<file path="config.mk">
export PLATFORM = sky130hd
export DESIGN_NAME = bpu_top
export DESIGN_NICKNAME = d
export VERILOG_FILES = /design/src/rtl/bpu_pkg.sv /design/src/rtl/bpu_cam.sv /design/src/rtl/bpu_dir.sv /design/src/rtl/bpu_ras.sv /design/src/rtl/bpu_top.sv
export SDC_FILE = /design/constraint.sdc
export NUM_CORES = 2
export LEC_CHECK = 0
export BUFFER_PORTS_ARGS = -buffer_cell sky130_fd_sc_hd__buf_2
export CORE_ASPECT_RATIO = 1.4
export CORE_UTILIZATION = 35
export DETAILED_ROUTE_END_ITERATION = 6
export PLACE_DENSITY_LB_ADDON = 0.2
export SYNTH_ARGS = -nofsm -noshare
export SYNTH_HDL_FRONTEND = slang
export SYNTH_SLANG_ARGS = --single-unit
</file>
<file path="constraint.sdc">
create_clock -name clk_i -period 6 [get_ports clk_i]
set_input_delay 1.2 -clock clk_i [delete_from_list [all_inputs] [get_ports clk_i]]
set_output_delay 1.2 -clock clk_i [all_outputs]
set_load 0.01 [all_outputs]
</file>
<file path="src/rtl/bpu_pkg.sv">
package bpu_pkg;
  typedef enum logic [1:0] {
    BK_DIR  = 2'd0,
    BK_IND  = 2'd1,
    BK_CALL = 2'd2,
    BK_RET  = 2'd3
  } br_kind_e;
endpackage

</file>
<file path="src/rtl/bpu_cam.sv">
// Fully associative tag/data store, round-robin allocation, in-place rewrite.
module bpu_cam #(
  parameter int unsigned N     = 4,
  parameter int unsigned TAG_W = 32,
  parameter int unsigned DAT_W = 32
) (
  input  logic             clk_i,
  input  logic             rst_ni,
  input  logic             flush_i,
  input  logic [TAG_W-1:0] lk_tag_i,
  output logic             lk_hit_o,
  output logic [DAT_W-1:0] lk_dat_o,
  input  logic [TAG_W-1:0] wr_tag_i,
  output logic             wr_hit_o,
  output logic [DAT_W-1:0] wr_cur_o,
  input  logic             wr_en_i,
  input  logic [DAT_W-1:0] wr_dat_i
);
  localparam int unsigned IW = (N > 1) ? $clog2(N) : 1;

  logic [N-1:0]     vld_q;
  logic [TAG_W-1:0] tag_q [N];
  logic [DAT_W-1:0] dat_q [N];
  logic [IW-1:0]    rr_q;
  logic [IW-1:0]    wr_idx;
  logic [IW-1:0]    slot;

  always_comb begin
    lk_hit_o = 1'b0;
    lk_dat_o = '0;
    wr_hit_o = 1'b0;
    wr_cur_o = '0;
    wr_idx   = '0;
    for (int i = 0; i < N; i++) begin
      if (vld_q[i] && tag_q[i] == lk_tag_i) begin
        lk_hit_o = 1'b1;
        lk_dat_o = dat_q[i];
      end
      if (vld_q[i] && tag_q[i] == wr_tag_i) begin
        wr_hit_o = 1'b1;
        wr_cur_o = dat_q[i];
        wr_idx   = IW'(i);
      end
    end
    slot = wr_hit_o ? wr_idx : rr_q;
  end

  always_ff @(posedge clk_i or negedge rst_ni) begin
    if (!rst_ni) begin
      vld_q <= '0;
      rr_q  <= '0;
      for (int i = 0; i < N; i++) begin
        tag_q[i] <= '0;
        dat_q[i] <= '0;
      end
    end else if (flush_i) begin
      vld_q <= '0;
    end else if (wr_en_i) begin
      vld_q[slot] <= 1'b1;
      tag_q[slot] <= wr_tag_i;
      dat_q[slot] <= wr_dat_i;
      if (!wr_hit_o) rr_q <= (rr_q == IW'(N - 1)) ? '0 : rr_q + 1'b1;
    end
  end
endmodule

</file>
<file path="src/rtl/bpu_dir.sv">
// Global-history indexed 2-bit counter table with checkpoint restore.
module bpu_dir #(
  parameter int unsigned HW = 8
) (
  input  logic          clk_i,
  input  logic          rst_ni,
  input  logic          shift_i,
  output logic          taken_o,
  output logic [HW-1:0] hist_o,
  input  logic          train_i,
  input  logic [HW-1:0] train_idx_i,
  input  logic          train_taken_i,
  input  logic          restore_i,
  input  logic          restore_push_i,
  input  logic          restore_bit_i
);
  localparam int unsigned ENT = 1 << HW;

  logic [1:0]    ctr_q [ENT];
  logic [HW-1:0] hist_q;
  logic [1:0]    cur;

  assign taken_o = ctr_q[hist_q][1];
  assign hist_o  = hist_q;
  assign cur     = ctr_q[train_idx_i];

  always_ff @(posedge clk_i or negedge rst_ni) begin
    if (!rst_ni) begin
      for (int i = 0; i < ENT; i++) ctr_q[i] <= 2'd1;
    end else if (train_i) begin
      if (train_taken_i && cur != 2'd3)       ctr_q[train_idx_i] <= cur + 2'd1;
      else if (!train_taken_i && cur != 2'd0) ctr_q[train_idx_i] <= cur - 2'd1;
    end
  end

  always_ff @(posedge clk_i or negedge rst_ni) begin
    if (!rst_ni) begin
      hist_q <= '0;
    end else if (restore_i) begin
      hist_q <= restore_push_i ? {train_idx_i[HW-2:0], restore_bit_i} : train_idx_i;
    end else if (shift_i) begin
      hist_q <= {hist_q[HW-2:0], taken_o};
    end
  end
endmodule

</file>
<file path="src/rtl/bpu_ras.sv">
// Circular return stack; empty pop returns the last written slot.
module bpu_ras #(
  parameter int unsigned N  = 8,
  parameter int unsigned AW = 32
) (
  input  logic          clk_i,
  input  logic          rst_ni,
  input  logic          push_i,
  input  logic [AW-1:0] push_dat_i,
  input  logic          pop_i,
  output logic [AW-1:0] top_o
);
  localparam int unsigned IW = (N > 1) ? $clog2(N) : 1;
  localparam int unsigned CW = $clog2(N + 1);

  logic [AW-1:0] mem_q [N];
  logic [IW-1:0] tos_q, lw_q, tos_inc, tos_dec;
  logic [CW-1:0] cnt_q;

  assign tos_inc = (tos_q == IW'(N - 1)) ? '0 : tos_q + 1'b1;
  assign tos_dec = (tos_q == '0) ? IW'(N - 1) : tos_q - 1'b1;
  assign top_o   = (cnt_q != '0) ? mem_q[tos_q] : mem_q[lw_q];

  always_ff @(posedge clk_i or negedge rst_ni) begin
    if (!rst_ni) begin
      tos_q <= IW'(N - 1);
      lw_q  <= '0;
      cnt_q <= '0;
      for (int i = 0; i < N; i++) mem_q[i] <= '0;
    end else if (push_i) begin
      mem_q[tos_inc] <= push_dat_i;
      tos_q          <= tos_inc;
      lw_q           <= tos_inc;
      if (cnt_q != CW'(N)) cnt_q <= cnt_q + 1'b1;
    end else if (pop_i && cnt_q != '0) begin
      tos_q <= tos_dec;
      cnt_q <= cnt_q - 1'b1;
    end
  end
endmodule

</file>
<file path="src/rtl/bpu_top.sv">
module bpu_top
  import bpu_pkg::*;
#(
  parameter int unsigned XLEN    = 32,
  parameter int unsigned INSTR_W = 32,
  parameter int unsigned HIST_W  = 8,
  parameter int unsigned TIC_N   = 4,
  parameter int unsigned IBUF_N  = 8,
  parameter int unsigned RAS_N   = 8
) (
  input  logic               clk_i,
  input  logic               rst_ni,
  input  logic               flush_i,
  input  logic               f_valid_i,
  input  logic [XLEN-1:0]    f_pc_i,
  input  logic               f_is_br_i,
  input  logic [1:0]         f_kind_i,
  input  logic [XLEN-1:0]    f_off_i,
  output logic               p_taken_o,
  output logic [XLEN-1:0]    p_npc_o,
  output logic               p_tic_hit_o,
  output logic [INSTR_W-1:0] p_tic_instr_o,
  output logic [HIST_W-1:0]  p_hist_o,
  input  logic               u_valid_i,
  input  logic [XLEN-1:0]    u_pc_i,
  input  logic [1:0]         u_kind_i,
  input  logic               u_taken_i,
  input  logic [XLEN-1:0]    u_target_i,
  input  logic [INSTR_W-1:0] u_tgt_instr_i,
  input  logic [HIST_W-1:0]  u_hist_i,
  input  logic               u_mispred_i
);
  localparam logic [XLEN-1:0] STEP = XLEN'(4);

  logic [XLEN-1:0] seq_pc, dir_tgt, ras_top, ib_tgt, ib_cur;
  logic            f_br, f_dir, f_ind, f_call, f_ret;
  logic            u_dir, u_ind, u_call;
  logic            dir_taken, ib_hit, ib_wr_hit, ib_wr;
  logic            tic_hit, tic_wr_hit, tic_wr;
  logic [INSTR_W-1:0] tic_dat, tic_cur;

  assign f_br   = f_valid_i && f_is_br_i;
  assign f_dir  = f_br && br_kind_e'(f_kind_i) == BK_DIR;
  assign f_ind  = f_br && br_kind_e'(f_kind_i) == BK_IND;
  assign f_call = f_br && br_kind_e'(f_kind_i) == BK_CALL;
  assign f_ret  = f_br && br_kind_e'(f_kind_i) == BK_RET;
  assign u_dir  = u_valid_i && br_kind_e'(u_kind_i) == BK_DIR;
  assign u_ind  = u_valid_i && br_kind_e'(u_kind_i) == BK_IND;
  assign u_call = u_valid_i && br_kind_e'(u_kind_i) == BK_CALL;

  assign seq_pc  = f_pc_i + STEP;
  assign dir_tgt = f_pc_i + f_off_i;

  bpu_dir #(.HW(HIST_W)) u_dir_pred (
    .clk_i         (clk_i),
    .rst_ni        (rst_ni),
    .shift_i       (f_dir),
    .taken_o       (dir_taken),
    .hist_o        (p_hist_o),
    .train_i       (u_dir),
    .train_idx_i   (u_hist_i),
    .train_taken_i (u_taken_i),
    .restore_i     (u_valid_i && u_mispred_i),
    .restore_push_i(u_dir),
    .restore_bit_i (u_taken_i)
  );

  bpu_ras #(.N(RAS_N), .AW(XLEN)) u_ras (
    .clk_i     (clk_i),
    .rst_ni    (rst_ni),
    .push_i    (f_call),
    .push_dat_i(seq_pc),
    .pop_i     (f_ret),
    .top_o     (ras_top)
  );

  // Indirect targets only; rewrite only when missing or changed.
  assign ib_wr = u_ind && u_taken_i && (!ib_wr_hit || ib_cur != u_target_i);

  bpu_cam #(.N(IBUF_N), .TAG_W(XLEN), .DAT_W(XLEN)) u_ibuf (
    .clk_i   (clk_i),
    .rst_ni  (rst_ni),
    .flush_i (flush_i),
    .lk_tag_i(f_pc_i),
    .lk_hit_o(ib_hit),
    .lk_dat_o(ib_tgt),
    .wr_tag_i(u_pc_i),
    .wr_hit_o(ib_wr_hit),
    .wr_cur_o(ib_cur),
    .wr_en_i (ib_wr),
    .wr_dat_i(u_target_i)
  );

  assign tic_wr = (u_dir || u_call) && u_taken_i;

  bpu_cam #(.N(TIC_N), .TAG_W(XLEN), .DAT_W(INSTR_W)) u_tic (
    .clk_i   (clk_i),
    .rst_ni  (rst_ni),
    .flush_i (flush_i),
    .lk_tag_i(f_pc_i),
    .lk_hit_o(tic_hit),
    .lk_dat_o(tic_dat),
    .wr_tag_i(u_pc_i),
    .wr_hit_o(tic_wr_hit),
    .wr_cur_o(tic_cur),
    .wr_en_i (tic_wr),
    .wr_dat_i(u_tgt_instr_i)
  );

  logic tic_unused;
  assign tic_unused = tic_wr_hit ^ (^tic_cur);

  always_comb begin
    p_taken_o = 1'b0;
    p_npc_o   = seq_pc;
    if (f_ret) begin
      p_taken_o = 1'b1;
      p_npc_o   = ras_top;
    end else if (f_ind) begin
      p_taken_o = ib_hit;
      p_npc_o   = ib_hit ? ib_tgt : seq_pc;
    end else if (f_call || (f_dir && dir_taken)) begin
      p_taken_o = 1'b1;
      p_npc_o   = dir_tgt;
    end
  end

  assign p_tic_hit_o   = tic_hit && (f_call || (f_dir && dir_taken));
  assign p_tic_instr_o = p_tic_hit_o ? tic_dat : '0;
endmodule

</file>
==> flow_summary.json <==
{
  "status": "finished, violations left",
  "critPathTopFamily": "multiplexers",
  "wire_per_inst_um": 31.4,
  "critical_path.most_common_cell": "buf_12",
  "worstSkewPairLatency_ns": 0.92,
  "grt_pass1_vias": 77600,
  "hp-class": "primary input to asynchronous set/reset pin",
  "h-tree-depth": 4,
  "drt_wl_total_mm": 413,
  "crit_buf_inv": 8,
  "worstMarginPinSlew_ns": 1.22,
  "end_kind": "primary output",
  "finalInstanceArea_mm2": 0.113,
  "ir_drop_mv": 0.246,
  "core_mm2": 0.261,
  "powerDensity_mw_per_mm2": 318,
  "fin_crit_ns": 6.71,
  "synthFlopType": "dfrtp_1",
  "fmax_mhz": 149,
  "numClockSinks": 1571,
  "num_rows": 222,
  "skew_ns": 0.0846,
  "gp_congestion": 1.04,
  "areaGrowthSynthToFinish_pct": 23.3,
  "final_nets": 9761,
  "path_max_fanout": 5,
  "start_util": 0.352,
  "slew-limit-headroom": 0.185,
  "grt_pass1_wl_mm": 585,
  "cts_buffers": 182,
  "drv_slew": 0,
  "antenna_found_initial": 32,
  "placed_area_mm2": 0.106,
  "via_count": 75200,
  "drc": 0,
  "viasPerCell": 5.71,
  "clockRootBuffer": "clkbuf_16",
  "yosysWarnings": 0,
  "reg2reg_setup_slack_ns": 0.33,
  "setup_ws_ns": -0.711,
  "violations": "setup timing",
  "ios": 254,
  "critical_path_class": "flip-flop to primary output",
  "cts_tree": "built",
  "route.met2.wl_mm": 201,
  "die_height_um": 608,
  "rr_startpoint": "u_ibuf.tag_q[50]",
  "synth_area_mm2": 0.0919,
  "finalCritPeriodShare": 1.12,
  "final-setup-viol-count": 66,
  "synth-compound-area-share": 0.0904,
  "cap_violations": 0,
  "worstPathArrival_ns": 5.51,
  "ys_seq_area_frac": 0.431,
  "die_x_um": 435,
  "nFillCells": 24900,
  "worstReg2RegEnd": "u_ibuf.tag_q[41]",
  "reg2regPathDepth": 16,
  "firstDrtPassIters": 6,
  "ys_ff_latch": 1571,
  "rsz0062_at_grt": "yes",
  "seq_area_mm2": 0.0397,
  "synth_top_family_by_area": "multiplexers",
  "synth_fa_ha_area_frac": 0.00629,
  "final_antenna_net_count": 0,
  "synth_xor_xnor_area_share": 0.0791,
  "p_leak_nw": 49.7,
  "synthCells": 8529,
  "grt_max_degree": 183,
  "grtUsageTotal": 0.307,
  "yosys.area_share.simple": 0.117,
  "holdBufCountCts": 0,
  "die-area_mm2": 0.265,
  "grt_overflow": 0,
  "synthMuxAreaShare": 0.233,
  "multi_input_area_mm2": 0.0493,
  "total_power_w": 0.0360,
  "drtIter0Drc": 6424,
  "hpwl_mm": 309,
  "critPathRequiredTime_ns": 4.80,
  "path_cells": "buf_12 -> buf_8 -> buf_12 -> mux4_2 -> mux4_2 -> mux4_2 -> mux4_2 -> a21oi_4 -> buf_12 -> buf_12 -> buf_12 -> nor2_4 -> a221oi_2 -> buf_4 -> o211ai_1 -> o21a_1 -> buf_2",
  "drive_gt1_frac": 0.342,
  "crit_slowest_cell": "mux4_2",
  "dr_wl_met3_mm": 25.3,
  "cp-start-kind": "flip-flop",
  "synthArstFlopShare": 1.00,
  "final-hold-violation-count": 0,
  "synth.avg_cell_area_um2": 10.8,
  "synth-edff-count": 0,
  "synth_nets": 8754,
  "drt-met1-wl_mm": 150,
  "cpPeakStageDelay_ns": 0.65,
  "cts.path.max_buffers": 4,
  "synth.distinct_cells": 100,
  "io_buffers": 253,
  "routed.top_layer": "met5",
  "cts.clk_slew.worst_paths_ns": 0.06
}
## cells by family (layout without fill, tap and decap cells)
group | after synthesis | in the layout
compound gates | 1411 | 1411
xor+xnor | 830 | 830
other cells | 0 | 12
flops | 1571 | 1571
mux | 1513 | 1513
buf+inv | 871 | 2020
simple gates | 2288 | 2288
fa+ha+maj | 45 | 45
## cells in the mapped netlist, drive strengths merged (19+ instances only)
cell,instances,area share
a2111oi,19,0.0020
mux2i,212,0.023
dfstp,259,0.074
buf,222,0.017
a21o,21,0.0017
nand2,804,0.033
and3,38,0.0026
or3,22,0.0015
nand4,218,0.015
nor2,612,0.025
nand3,152,0.0085
or4,21,0.0017
clkbuf,444,0.018
nor3,118,0.0065
nor2b,62,0.0042
xor2,191,0.018
inv,201,0.0082
o211ai,23,0.0019
mux4,381,0.093
o22ai,22,0.0015
ha,43,0.0059
nor4,106,0.0079
mux2,920,0.12
a211oi,55,0.0045
dfrtp,1312,0.36
a21oi,402,0.022
o21ai,617,0.034
o221ai,22,0.0021
xnor2,639,0.061
nand2b,38,0.0026
## stage by stage
step / std cells / TNS [ns] / setup WS (ns) / hold slack [ns] / utilization
after floorplan: 8529 / -0.0135 / -0.00588 / 0.456 / -
after detailed placement: 12800 / -380.30 / -1.13 / 0.470 / 0.405
final: 13200 / -35.89 / -0.711 / 0.203 / 0.434
after global routing: 13200 / -39.00 / -0.753 / 0.221 / 0.434
after CTS: 13100 / -39.42 / -0.714 / 0.246 / 0.432
after global placement: 12800 / -361.02 / -1.23 / 0.462 / 0.405
## layout by cell type, fill, tap and decap left out, types with 23 or more instances in the layout
cell type  Yosys  final
o21ai_0      616    589
dfstp_2      259    257
mux2_2       619    619
mux2_1       215    215
o211ai_1      23     23
nor4_1        99     90
dfrtp_1     1312   1305
mux2i_1      212    212
nor2_1       612    570
clkinv_2       0     26
a21oi_1      402    395
ha_1          43     43
nand4_1      216    216
nor3_1       116     99
inv_1        200    198
clkbuf_8       0     35
buf_12        12    179
nor2_2         0     23
nand2_1      804    796
clkbuf_16      0    186
mux2_4        86     86
a211oi_1      55     52
clkbuf_1     444     47
buf_4         27   1038
nand3_1      148    146
nand2b_1      38     37
buf_2         76    224
xnor2_1      639    637
nor2b_1       62     54
mux4_2       381    381
buf_6         25     38
xor2_1       191    190
and3_1        38     36
## cell type report
type,count,area share
sequential,1571,0.350
tap,3472,0.0383
timing repair buffer,1493,0.117
clock inverter,59,0.00707
multi-input combinational,6087,0.434
clock buffer,267,0.0466
antenna,12,0.000265
inverter,201,0.00670
## worst max-delay path by stage
stage	from	endpoint	cells after the start
final	u_dir_pred.hist_o[0]	p_npc_o[7]	17
after detailed placement	f_pc_i[31]	p_npc_o[9]	17
after floorplan	u_hist_i[0]	u_dir_pred.ctr_q[103]	20
after global placement	f_pc_i[31]	p_npc_o[9]	17
after CTS	u_dir_pred.hist_o[0]	p_npc_o[19]	15
after global routing	u_dir_pred.hist_o[0]	p_npc_o[7]	17
## report_power, final
group | internal (W) | switching (W) | leakage [nW] | total, W
logic | 0.00476 | 0.00468 | 26.7 | 0.00944
registers | 0.0127 | 0.00212 | 20.0 | 0.0149
clock network | 0.00687 | 0.00484 | 2.98 | 0.0117
total | 0.0244 | 0.0116 | 49.7 | 0.0360
## metal layers
metal | GRT usage | vias up
li1 | - | 32700
met1 | 0.348 | 38300
met2 | 0.521 | 3044
met3 | 0.0534 | 1159
met4 | 0.225 | 22
met5 | 0 | -
## what timing repair did
action | CTS | global route
setup buffers | 31 | 14
gates cloned | 13 | 1
endpoints found under the setup margin | 66 | 402
gates resized for setup | 74 | 166
pin swaps | 13 | 30
(Power assumes the default switching activity.)
